File: src/rtl/rtc_pkg.sv
package rtc_pkg;
  localparam int unsigned BYTE_W = 8;
  localparam int unsigned SEL_W  = 3;

  typedef logic [BYTE_W-1:0] byte_t;

  typedef enum logic [SEL_W-1:0] {
    SEL_CTRL = 3'd0,
    SEL_SEC  = 3'd1,
    SEL_MIN  = 3'd2,
    SEL_HOUR = 3'd3,
    SEL_WDAY = 3'd4,
    SEL_DATE = 3'd5,
    SEL_MON  = 3'd6,
    SEL_YEAR = 3'd7
  } sel_e;

  typedef struct packed {
    byte_t sec;
    byte_t min;
    byte_t hour;
    byte_t wday;
    byte_t date;
    byte_t mon;
    byte_t year;
  } rtc_time_t;

  function automatic logic bcd_ok(byte_t v);
    return (v[3:0] <= 4'd9) && (v[7:4] <= 4'd9);
  endfunction

  function automatic byte_t bcd_inc(byte_t v);
    if (v[3:0] == 4'd9) return {v[7:4] + 4'd1, 4'd0};
    return {v[7:4], v[3:0] + 4'd1};
  endfunction

  function automatic int bcd_val(byte_t v);
    return 10 * int'(v[7:4]) + int'(v[3:0]);
  endfunction
endpackage

File: src/rtl/rtc_wr_check.sv
module rtc_wr_check
  import rtc_pkg::*;
(
  input  sel_e  sel,
  input  byte_t data,
  output byte_t field,
  output logic  ok
);
  always_comb begin
    field = data;
    ok    = 1'b1;
    case (sel)
      SEL_CTRL: ok = 1'b1;
      SEL_SEC, SEL_MIN: begin
        field = data & 8'h7F;
        ok    = bcd_ok(field) && (field <= 8'h59);
      end
      SEL_HOUR: begin
        field = data & 8'h3F;
        ok    = bcd_ok(field) && (field <= 8'h23);
      end
      SEL_WDAY: begin
        field = data & 8'h07;
        ok    = (field != 8'h00);
      end
      SEL_DATE: begin
        field = data & 8'h3F;
        ok    = bcd_ok(field) && (field != 8'h00) && (field <= 8'h31);
      end
      SEL_MON: begin
        field = data & 8'h1F;
        ok    = bcd_ok(field) && (field != 8'h00) && (field <= 8'h12);
      end
      SEL_YEAR: ok = bcd_ok(data);
      default:  ok = 1'b0;
    endcase
  end
endmodule

File: src/rtl/rtc_time_core.sv
module rtc_time_core
  import rtc_pkg::*;
#(
  parameter int unsigned BASE_YEAR = 2000
) (
  input  logic  clk,
  input  logic  rst_n,
  input  logic  tick,
  input  logic  wr_en,
  input  sel_e  wr_sel,
  input  byte_t wr_data,
  input  byte_t wr_field,
  input  logic  wr_ok,
  input  sel_e  rd_sel,
  output byte_t rd_data
);
  localparam int BY4   = int'(BASE_YEAR % 4);
  localparam int BY100 = int'(BASE_YEAR % 100);
  localparam int BY400 = int'(BASE_YEAR % 400);

  rtc_time_t tm_q, nxt;
  logic  stop_q, cent_q;
  byte_t ctrl_q, last_day;

  function automatic logic is_leap(byte_t yr);
    int  off;
    logic d4, d100, d400;
    off  = bcd_val(yr);
    d4   = ((BY4 + off) % 4) == 0;
    d100 = ((BY100 + off) == 0) || ((BY100 + off) == 100);
    d400 = ((BY400 + off) == 0) || ((BY400 + off) == 400);
    return d4 && (!d100 || d400);
  endfunction

  function automatic byte_t month_len(byte_t mon, logic leap);
    case (mon)
      8'h02:                      return leap ? 8'h29 : 8'h28;
      8'h04, 8'h06, 8'h09, 8'h11: return 8'h30;
      default:                    return 8'h31;
    endcase
  endfunction

  always_comb begin
    nxt      = tm_q;
    last_day = month_len(tm_q.mon, is_leap(tm_q.year));
    if (tm_q.sec != 8'h59) nxt.sec = bcd_inc(tm_q.sec);
    else begin
      nxt.sec = 8'h00;
      if (tm_q.min != 8'h59) nxt.min = bcd_inc(tm_q.min);
      else begin
        nxt.min = 8'h00;
        if (tm_q.hour != 8'h23) nxt.hour = bcd_inc(tm_q.hour);
        else begin
          nxt.hour = 8'h00;
          nxt.wday = (tm_q.wday >= 8'h07) ? 8'h01 : tm_q.wday + 8'h01;
          if (tm_q.date < last_day) nxt.date = bcd_inc(tm_q.date);
          else begin
            nxt.date = 8'h01;
            if (tm_q.mon < 8'h12) nxt.mon = bcd_inc(tm_q.mon);
            else begin
              nxt.mon  = 8'h01;
              nxt.year = (tm_q.year == 8'h99) ? 8'h00 : bcd_inc(tm_q.year);
            end
          end
        end
      end
    end
  end

  always_ff @(posedge clk) begin
    if (!rst_n) begin
      tm_q   <= '{sec: 8'h00, min: 8'h00, hour: 8'h00, wday: 8'h01,
                  date: 8'h01, mon: 8'h01, year: 8'h00};
      stop_q <= 1'b0;
      cent_q <= 1'b0;
      ctrl_q <= 8'h00;
    end else if (wr_en) begin
      if (wr_ok) begin
        case (wr_sel)
          SEL_CTRL: ctrl_q <= (wr_data & 8'h5F) | 8'h90;
          SEL_SEC:  begin tm_q.sec <= wr_field; stop_q <= wr_data[7]; end
          SEL_MIN:  tm_q.min  <= wr_field;
          SEL_HOUR: tm_q.hour <= wr_field;
          SEL_WDAY: begin tm_q.wday <= wr_field; cent_q <= wr_data[6]; end
          SEL_DATE: tm_q.date <= wr_field;
          SEL_MON:  tm_q.mon  <= wr_field;
          SEL_YEAR: tm_q.year <= wr_field;
          default:  ctrl_q <= ctrl_q;
        endcase
      end
    end else if (tick && !stop_q) begin
      tm_q <= nxt;
    end
  end

  always_comb begin
    case (rd_sel)
      SEL_CTRL: rd_data = ctrl_q;
      SEL_SEC:  rd_data = {stop_q, tm_q.sec[6:0]};
      SEL_MIN:  rd_data = tm_q.min;
      SEL_HOUR: rd_data = tm_q.hour;
      SEL_WDAY: rd_data = {1'b0, cent_q, 3'b000, tm_q.wday[2:0]};
      SEL_DATE: rd_data = tm_q.date;
      SEL_MON:  rd_data = tm_q.mon;
      SEL_YEAR: rd_data = tm_q.year;
      default:  rd_data = 8'h00;
    endcase
  end

  p_sec_range_r2: assert property (@(posedge clk) disable iff (!rst_n)
    bcd_ok(tm_q.sec) && (tm_q.sec <= 8'h59));
  p_frozen_r3: assert property (@(posedge clk) disable iff (!rst_n)
    (stop_q && !wr_en) |=> $stable(tm_q));
  p_drop_r4: assert property (@(posedge clk) disable iff (!rst_n)
    (wr_en && !wr_ok) |=> ($stable(tm_q) && $stable(stop_q) && $stable(cent_q) && $stable(ctrl_q)));
  p_month_range_r6: assert property (@(posedge clk) disable iff (!rst_n)
    (tm_q.mon >= 8'h01) && (tm_q.mon <= 8'h12));
  p_ctrl_form_r8: assert property (@(posedge clk) disable iff (!rst_n)
    (wr_en && wr_sel == SEL_CTRL) |=> (ctrl_q[7] && ctrl_q[4] && !ctrl_q[5]));
  p_tick_drop_r10: assert property (@(posedge clk) disable iff (!rst_n)
    (wr_en && wr_sel != SEL_SEC) |=> $stable(tm_q.sec));
endmodule

File: src/rtl/rtc_req_port.sv
module rtc_req_port
  import rtc_pkg::*;
(
  input  logic  clk,
  input  logic  rst_n,
  input  logic  req_valid,
  output logic  req_ready,
  input  logic  req_write,
  input  byte_t rd_data,
  output logic  wr_en,
  output logic  rsp_valid,
  input  logic  rsp_ready,
  output byte_t rsp_rdata
);
  logic take_rd;

  assign req_ready = !rsp_valid;
  assign wr_en     = req_valid && req_ready && req_write;
  assign take_rd   = req_valid && req_ready && !req_write;

  always_ff @(posedge clk) begin
    if (!rst_n) begin
      rsp_valid <= 1'b0;
      rsp_rdata <= 8'h00;
    end else if (take_rd) begin
      rsp_valid <= 1'b1;
      rsp_rdata <= rd_data;
    end else if (rsp_ready) begin
      rsp_valid <= 1'b0;
    end
  end

  p_rsp_hold_r9: assert property (@(posedge clk) disable iff (!rst_n)
    (rsp_valid && !rsp_ready) |=> (rsp_valid && $stable(rsp_rdata)));
  p_read_rsp_r9: assert property (@(posedge clk) disable iff (!rst_n)
    (req_valid && req_ready && !req_write) |=> rsp_valid);
  p_write_silent_r9: assert property (@(posedge clk) disable iff (!rst_n)
    (req_valid && req_ready && req_write) |=> !rsp_valid);
endmodule

File: src/rtl/rtc_bcd_regs.sv
module rtc_bcd_regs
  import rtc_pkg::*;
#(
  parameter int unsigned BASE_YEAR = 2000
) (
  input  logic       clk,
  input  logic       rst_n,
  input  logic       tick,
  input  logic       req_valid,
  output logic       req_ready,
  input  logic       req_write,
  input  logic [2:0] req_addr,
  input  logic [7:0] req_wdata,
  output logic       rsp_valid,
  input  logic       rsp_ready,
  output logic [7:0] rsp_rdata
);
  sel_e  sel;
  byte_t field, rd_data;
  logic  ok, wr_en;

  assign sel = sel_e'(req_addr);

  rtc_wr_check u_check (
    .sel   (sel),
    .data  (req_wdata),
    .field (field),
    .ok    (ok)
  );

  rtc_time_core #(.BASE_YEAR(BASE_YEAR)) u_core (
    .clk      (clk),
    .rst_n    (rst_n),
    .tick     (tick),
    .wr_en    (wr_en),
    .wr_sel   (sel),
    .wr_data  (req_wdata),
    .wr_field (field),
    .wr_ok    (ok),
    .rd_sel   (sel),
    .rd_data  (rd_data)
  );

  rtc_req_port u_port (
    .clk       (clk),
    .rst_n     (rst_n),
    .req_valid (req_valid),
    .req_ready (req_ready),
    .req_write (req_write),
    .rd_data   (rd_data),
    .wr_en     (wr_en),
    .rsp_valid (rsp_valid),
    .rsp_ready (rsp_ready),
    .rsp_rdata (rsp_rdata)
  );
endmodule

File: config.mk
export PLATFORM = sky130hd
export DESIGN_NAME = rtc_bcd_regs
export DESIGN_NICKNAME = d
export VERILOG_FILES = /design/src/rtl/rtc_pkg.sv /design/src/rtl/rtc_wr_check.sv /design/src/rtl/rtc_time_core.sv /design/src/rtl/rtc_req_port.sv /design/src/rtl/rtc_bcd_regs.sv
export SDC_FILE = /design/constraint.sdc
export NUM_CORES = 1
export LEC_CHECK = 0
export BUFFER_PORTS_ARGS = -buffer_cell sky130_fd_sc_hd__buf_4
export CORE_ASPECT_RATIO = 0.6
export CORE_MARGIN = 4
export CORE_UTILIZATION = 56
export DETAILED_ROUTE_END_ITERATION = 7
export PLACE_DENSITY = 0.74
export SLEW_MARGIN = 40
export SYNTH_ARGS = -nofsm -noshare
export SYNTH_HDL_FRONTEND = slang
export SYNTH_SLANG_ARGS = --single-unit
File: constraint.sdc
create_clock -name clk -period 3.01 [get_ports clk]
set_clock_uncertainty 0.1 [all_clocks]
set_input_delay 0.1505 -clock clk [delete_from_list [all_inputs] [get_ports clk]]
set_output_delay 0.1505 -clock clk [all_outputs]
set_load 0.05 [all_outputs]
==> results of run 1 <==
[layout by cell type, fill, tap and decap left out, types with 4 or more instances in the layout]
cell	Yosys	routed
a2111oi_0	4	4
a211oi_1	8	8
a21o_1	4	4
a21oi_1	49	47
a221oi_1	4	4
and2_1	8	8
and3_1	5	5
buf_4	1	60
clkbuf_16	0	9
clkinv_2	0	4
dfxtp_1	73	70
ha_1	32	29
inv_1	25	24
mux2i_1	14	14
mux4_2	4	4
nand2_1	51	50
nand2b_1	6	6
nand3_1	24	24
nand3b_1	8	8
nand4_1	4	4
nor2_1	58	58
nor2b_1	6	6
nor3_1	16	15
nor3b_1	11	10
o211ai_1	13	13
o21a_1	6	6
o21ai_0	63	57
o21ai_1	2	7
o21bai_1	5	5
o22ai_1	6	6
o31ai_1	6	5
[metal layers]
layer | vias to the layer above | track usage, % | routed length (um)
li1 | 2445 | - | -
met1 | 2564 | 41.9 | 7180
met2 | 322 | 47.5 | 7180
met3 | 39 | 9.44 | 2100
met4 | 0 | 9.01 | 314
met5 | - | 0 | 0
[registers in the layout, summed over array words and instances, names as in the netlist]
signal / cells
u_core.cent_q: 1
u_core.stop_q: 1
u_port.rsp_rdata: 8
u_core.ctrl_q: 6
u_core.tm_q: 56
u_port.rsp_valid: 1
[worst min path at each step]
stage	startpoint	slack [ns]	endpoint
after floorplan	req_wdata[6]	0.19	u_core.ctrl_q[6]
after global placement	rsp_ready	0.32	u_port.rsp_valid
after detailed placement	rsp_ready	0.33	u_port.rsp_valid
after CTS	req_wdata[3]	0.02	u_core.ctrl_q[3]
after global routing	rst_n	0.06	u_core.tm_q[24]
final	req_wdata[3]	0.04	u_core.ctrl_q[3]
[cell families after synthesis]
kind of cell / Yosys count
buf+inv: 57
flops: 73
simple gates: 222
mux: 21
fa+ha+maj: 34
xor+xnor: 5
compound gates: 217
[timing repair]
item	in CTS	in global routing
buffers inserted	1	2
pin swaps	4	17
hold buffers	3	0
gates cloned	0	1
resized for setup	7	26
setup endpoints to repair	18	22
hold endpoints to repair	3	0
[tightest hold or removal path, delay by kind of cell]
family        cells  cell delay [ns]
buf+inv           1             0.13
mux               1             0.08
simple gates      1             0.08
[stage by stage]
stage | setup TNS, ns | hold slack, ns | total power (W) | cell area, um^2
after floorplan | 0 | 0.187 | 0.00122 | 5170
after global placement | 0 | 0.321 | 0.00133 | 5580
final | 0 | 0.0357 | 0.00241 | 6070
after global routing | -2.29 | 0.0591 | 0.00248 | 6070
after CTS | 0 | 0.0246 | 0.00240 | 5940
after detailed placement | -0.964 | 0.333 | 0.00133 | 5580
[cell type report]
| type | count | area, um^2 |
|---|---|---|
| Multi-Input combinational cell | 500 | 3580 |
| Fill cell | 691 | 2680 |
| Sequential cell | 73 | 1470 |
| Timing Repair Buffer | 64 | 492 |
| Clock buffer | 10 | 229 |
| Tap cell | 112 | 140 |
| Inverter | 27 | 101 |
| Clock inverter | 6 | 58.8 |
[power groups by stage]
stage / combinational [W] / sequential (W) / clock (W)
floorplan: 0.000195 / 0.00103 / 0
global placement: 0.000308 / 0.00102 / 0
detailed placement: 0.000316 / 0.00102 / 0
CTS: 0.000321 / 0.000997 / 0.00108
global route: 0.000363 / 0.000999 / 0.00112
finish: 0.000339 / 0.000998 / 0.00107
==> results.json, run 1 <==
{
  "r2r_start": "u_core.tm_q[4]",
  "ff2ff_setup_slack_ns": 0.004,
  "sw_frac_of_total_pct": 28.0,
  "p_leak_nw": 2.31,
  "drcViolationCount": 0,
  "dp_cells": 770,
  "drive_gt1_share_pct": 19.6,
  "antenna_left": 0,
  "grt_pass1_vias": 4958,
  "num_io_pins": 27,
  "wl_per_cell_um": 21.2,
  "fin_util_pct": 69.3,
  "required_ns": 3.14,
  "path_clk_slew_ns": 0.06,
  "chipWidth_um": 132,
  "synth_cell_type_count": 89,
  "rr_worst_depth": 11,
  "grt_overflow": 0,
  "vdd_drop_max_v": 0.000361,
  "pwr-share-seq_pct": 41.5,
  "synth_top_area_cell": "dfxtp_1",
  "portBuffers": 26,
  "rows": 26,
  "power.internal_w": 0.00173,
  "period_share_pct": 99.9,
  "slew_violations": 0,
  "synth_edf_count": 0,
  "drt-vias-per-instance": 6.78,
  "hold_depth": 3,
  "finalHoldViolCount": 0,
  "cts_buffers": 9,
  "cts_sinks": 73,
  "power.density_nw_per_um2": 396,
  "grt_pass1_wl_mm": 26.0,
  "yosys-top-cells-area": "dfxtp_1, ha_1, o21ai_0, a21oi_1, nor2_1",
  "cp.depth": 11,
  "wirelength_mm": 16.8,
  "min_period_ns": 3.01,
  "maxSlewHeadroom_pct": 51.5,
  "nNetsFinal": 726,
  "cp_slowest_cell": "fa_2",
  "place_congestion": 0.939,
  "max_freq_ghz": 0.333,
  "endpoint_kind": "flop",
  "max-cap-violations": 0,
  "dr.pass1.iters": 8,
  "rsz0062_at_grt": "yes",
  "netlist_top_cells_count": "dfxtp_1, o21ai_0, nor2_1",
  "syn_area_um2": 5170,
  "grt_usage_pct": 30.8,
  "clk_latency_ns": 0.34,
  "insertedDiodeCount": 0,
  "setup_viol": 0,
  "worstMarginPinSlew_ns": 0.721,
  "syn_inst": 629,
  "synth-async-reset-ratio_pct": 0,
  "vias": 5370,
  "initial_core_util_pct": 59.1,
  "fin_ws_ns": 0.00414,
  "fp.dieH_um": 82.4,
  "drt-initial-drc-count": 748,
  "path_max_fanout": 7,
  "core_um2": 8750,
  "fin_cells": 792,
  "hold_path.class": "in2reg",
  "ys_ff_latch": 73,
  "cts_tree": "built",
  "combPwrFrac_pct": 14.1,
  "cts_root_buf": "clkbuf_16",
  "status": "finished, final reports clean",
  "synthSimpleGateAreaFrac_pct": 23.3,
  "syn2layout_area_growth_pct": 17.4,
  "p_sw_w": 0.000673,
  "antenna_found_initial": 0,
  "netlist.area_leader.share_pct": 28.3,
  "path_buf_inv": 2,
  "synth_top_family_by_area": "compound AO/OA/AOI/OAI gates",
  "dpl.hpwl_mm": 12.2,
  "cpMostUsedCell": "buf_4",
  "synth_xor_area_share_pct": 0.847,
  "worst_setup_path_start_kind": "flop",
  "synthMuxAreaShare_pct": 5.11,
  "syn_avg_cell_area_um2": 8.22,
  "cpLargestDelayFamily": "compound AO/OA/AOI/OAI gates",
  "cts.path.max_buffers": 2,
  "endpoint": "u_core.tm_q[7]",
  "synth_top_flop_cell": "dfxtp_1",
  "synth.net_count": 680,
  "yosysMostFrequentCell": "dfxtp_1",
  "h-tree-depth": 3,
  "ys_warn_count": 0,
  "r2r-end": "u_core.tm_q[7]",
  "synth_fa_ha_area_share_pct": 8.52,
  "path_cells": "buf_4 > ha_1 > fa_2 > xnor2_1 > o2111ai_1 > a221oi_4 > a21boi_4 > a2111oi_4 > buf_4 > o221ai_1 > o21a_1",
  "path_class": "reg2reg",
  "power_frac_clock_pct": 44.4,
  "place_ws_ns": -0.158,
  "grt_max_degree": 47,
  "die_area_um2": 10900,
  "critPathMaxStageDelay_ns": 0.43,
  "seq_area_frac_synth_pct": 28.3,
  "crit_arrival_ns": 3.14,
  "cp-startpoint": "u_core.tm_q[4]",
  "synth_compound_area_share_pct": 28.8
}
(Power assumes the default switching activity.)
==> inputs of run 2 (changes only) <==
CTS_BUF_LIST = sky130_fd_sc_hd__clkbuf_4 sky130_fd_sc_hd__clkbuf_8 sky130_fd_sc_hd__clkbuf_16   (was not set)
==> results.json, run 2 (same netlist as run 1, synthesis figures left out) <==
{
  "regMostFlops": "u_core.tm_q",
  "cts.path.max_buffers": 2,
  "place_congestion": 0.939,
  "power.density_nw_per_um2": 397,
  "antenna_left": 0,
  "syn2layout_area_growth_pct": 17.5,
  "drt-initial-drc-count": 776,
  "drive_gt1_share_pct": 19.7,
  "grt_pass1_wl_mm": 26.0,
  "hold_depth": 3,
  "finalHoldViolCount": 0,
  "die_area_um2": 10900,
  "core_um2": 8750,
  "status": "finished, final reports clean",
  "place_area_um2": 5580,
  "fill_cells": 689,
  "ff2ff_setup_slack_ns": 0.009,
  "fin_util_pct": 69.4,
  "drt-vias-per-instance": 6.76,
  "rows": 26,
  "cts_buffers": 9,
  "hold-worst-slack_ns": 0.0311,
  "period_share_pct": 99.7,
  "grt_pass1_vias": 4971,
  "cts_sinks": 73,
  "layout_common_cells": "dfxtp_1, buf_4, nor2_1",
  "dpl.hpwl_mm": 12.2,
  "h-tree-depth": 3,
  "min_period_ns": 3.00,
  "drcViolationCount": 0,
  "grt_use_met1_pct": 41.9,
  "endpoint_kind": "flop",
  "design_area_um2": 6070,
  "grt_max_degree": 47,
  "vdd_drop_max_v": 0.000381,
  "vias": 5351,
  "setup_viol": 0,
  "rsz0062_at_grt": "yes",
  "cts_tree": "built",
  "tns_ns": 0,
  "grt_overflow": 0,
  "fp.dieH_um": 82.4,
  "grtUsageMet2_pct": 47.4,
  "cts_root_buf": "clkbuf_16",
  "chipWidth_um": 132,
  "num_io_pins": 27,
  "initial_core_util_pct": 59.1,
  "reg_top3": "u_core.tm_q (56), u_port.rsp_rdata (8), u_core.ctrl_q (6)",
  "busiest_layer": "met2",
  "maxSlewHeadroom_pct": 52.4,
  "final_common_cell": "dfxtp_1",
  "hold_path.class": "in2reg",
  "antenna_found_initial": 0,
  "dr.pass1.iters": 5,
  "wl_per_cell_um": 21.2,
  "worst_setup_path_start_kind": "flop",
  "clk_latency_ns": 0.34,
  "path_max_fanout": 7,
  "max_freq_ghz": 0.333,
  "wirelength_mm": 16.8,
  "grtUsageMet3_pct": 9.44,
  "rr_worst_depth": 11,
  "required_ns": 3.14,
  "max-cap-violations": 0,
  "portBuffers": 26,
  "worstMarginPinSlew_ns": 0.707,
  "largest_reg_flops": 56,
  "p_leak_nw": 2.31,
  "path_clk_slew_ns": 0.06,
  "insertedDiodeCount": 0,
  "grt_usage_pct": 30.8,
  "crit_arrival_ns": 3.13,
  "nNetsFinal": 726,
  "path_class": "reg2reg",
  "slew_violations": 0
}
==> run 2: cell types whose count changed in the layout (fill, tap and decap cells not counted) <==
cell      previous run  this run
clkbuf_4             0         1
clkbuf_1             1         0
==> run 2: per-stage QoR <==
step | setup slack [ns] | std cells | power [W]
floorplan | 0.0148 | 629 | 0.00122
global placement | 0.0112 | 770 | 0.00133
detailed placement | -0.158 | 770 | 0.00133
CTS | 0.0160 | 790 | 0.00240
global route | -0.168 | 792 | 0.00249
finish | 0.00873 | 792 | 0.00241
==> run 2: critical path, stage by stage (launching register included) <==
cell and delay, ns:
dfxtp_1 0.33, buf_4 0.17, ha_1 0.22, fa_2 0.43, xnor2_1 0.19, o2111ai_1 0.21, a221oi_4 0.31, a21boi_4 0.11
a2111oi_4 0.32, buf_4 0.20, o221ai_1 0.12, o21a_1 0.20
==> run 2: cell type report <==
type	instances	area [um^2]	share of cell area, %
flip-flops and latches	73	1470	24.1
repair buffers	64	492	8.10
inverters	27	101	1.67
clock inverters	6	58.8	0.968
well taps	112	140	2.31
multi-input cells	500	3580	59.0
clock buffers	10	233	3.83
==> run 2: report_power, final <==
part           total [W]  switching [W]  internal [W]  leakage (nW)
Sequential      0.000998      0.0000166      0.000982         0.591
Combinational   0.000339       0.000226      0.000114          1.57
Clock            0.00108       0.000429      0.000646         0.149
Total            0.00241       0.000672       0.00174          2.31
==> run 2: routing by layer <==
| metal | part of all wire (%) | routed length (um) |
|---|---|---|
| met4 | 1.5 | 252 |
| met1 | 43 | 7170 |
| met5 | 0 | 0 |
| met3 | 12 | 2050 |
| met2 | 44 | 7320 |
==> run 2: what timing repair did <==
action,CTS,global route
endpoints found under the setup margin,18,22
endpoints found under the hold margin,3,0
gates resized for setup,7,26
pin swaps,4,17
gates cloned,0,1
buffers inserted,1,2
hold buffers,3,0
==> run 2: worst paths after layout <==
| path | to | from |
|---|---|---|
| worst max register to register | u_core.tm_q[7] | u_core.tm_q[4] |
| worst min-delay path | u_core.ctrl_q[3] | req_wdata[3] |
| worst min register to register | u_core.tm_q[30] | u_core.tm_q[30] |
| worst max-delay path | u_core.tm_q[7] | u_core.tm_q[4] |
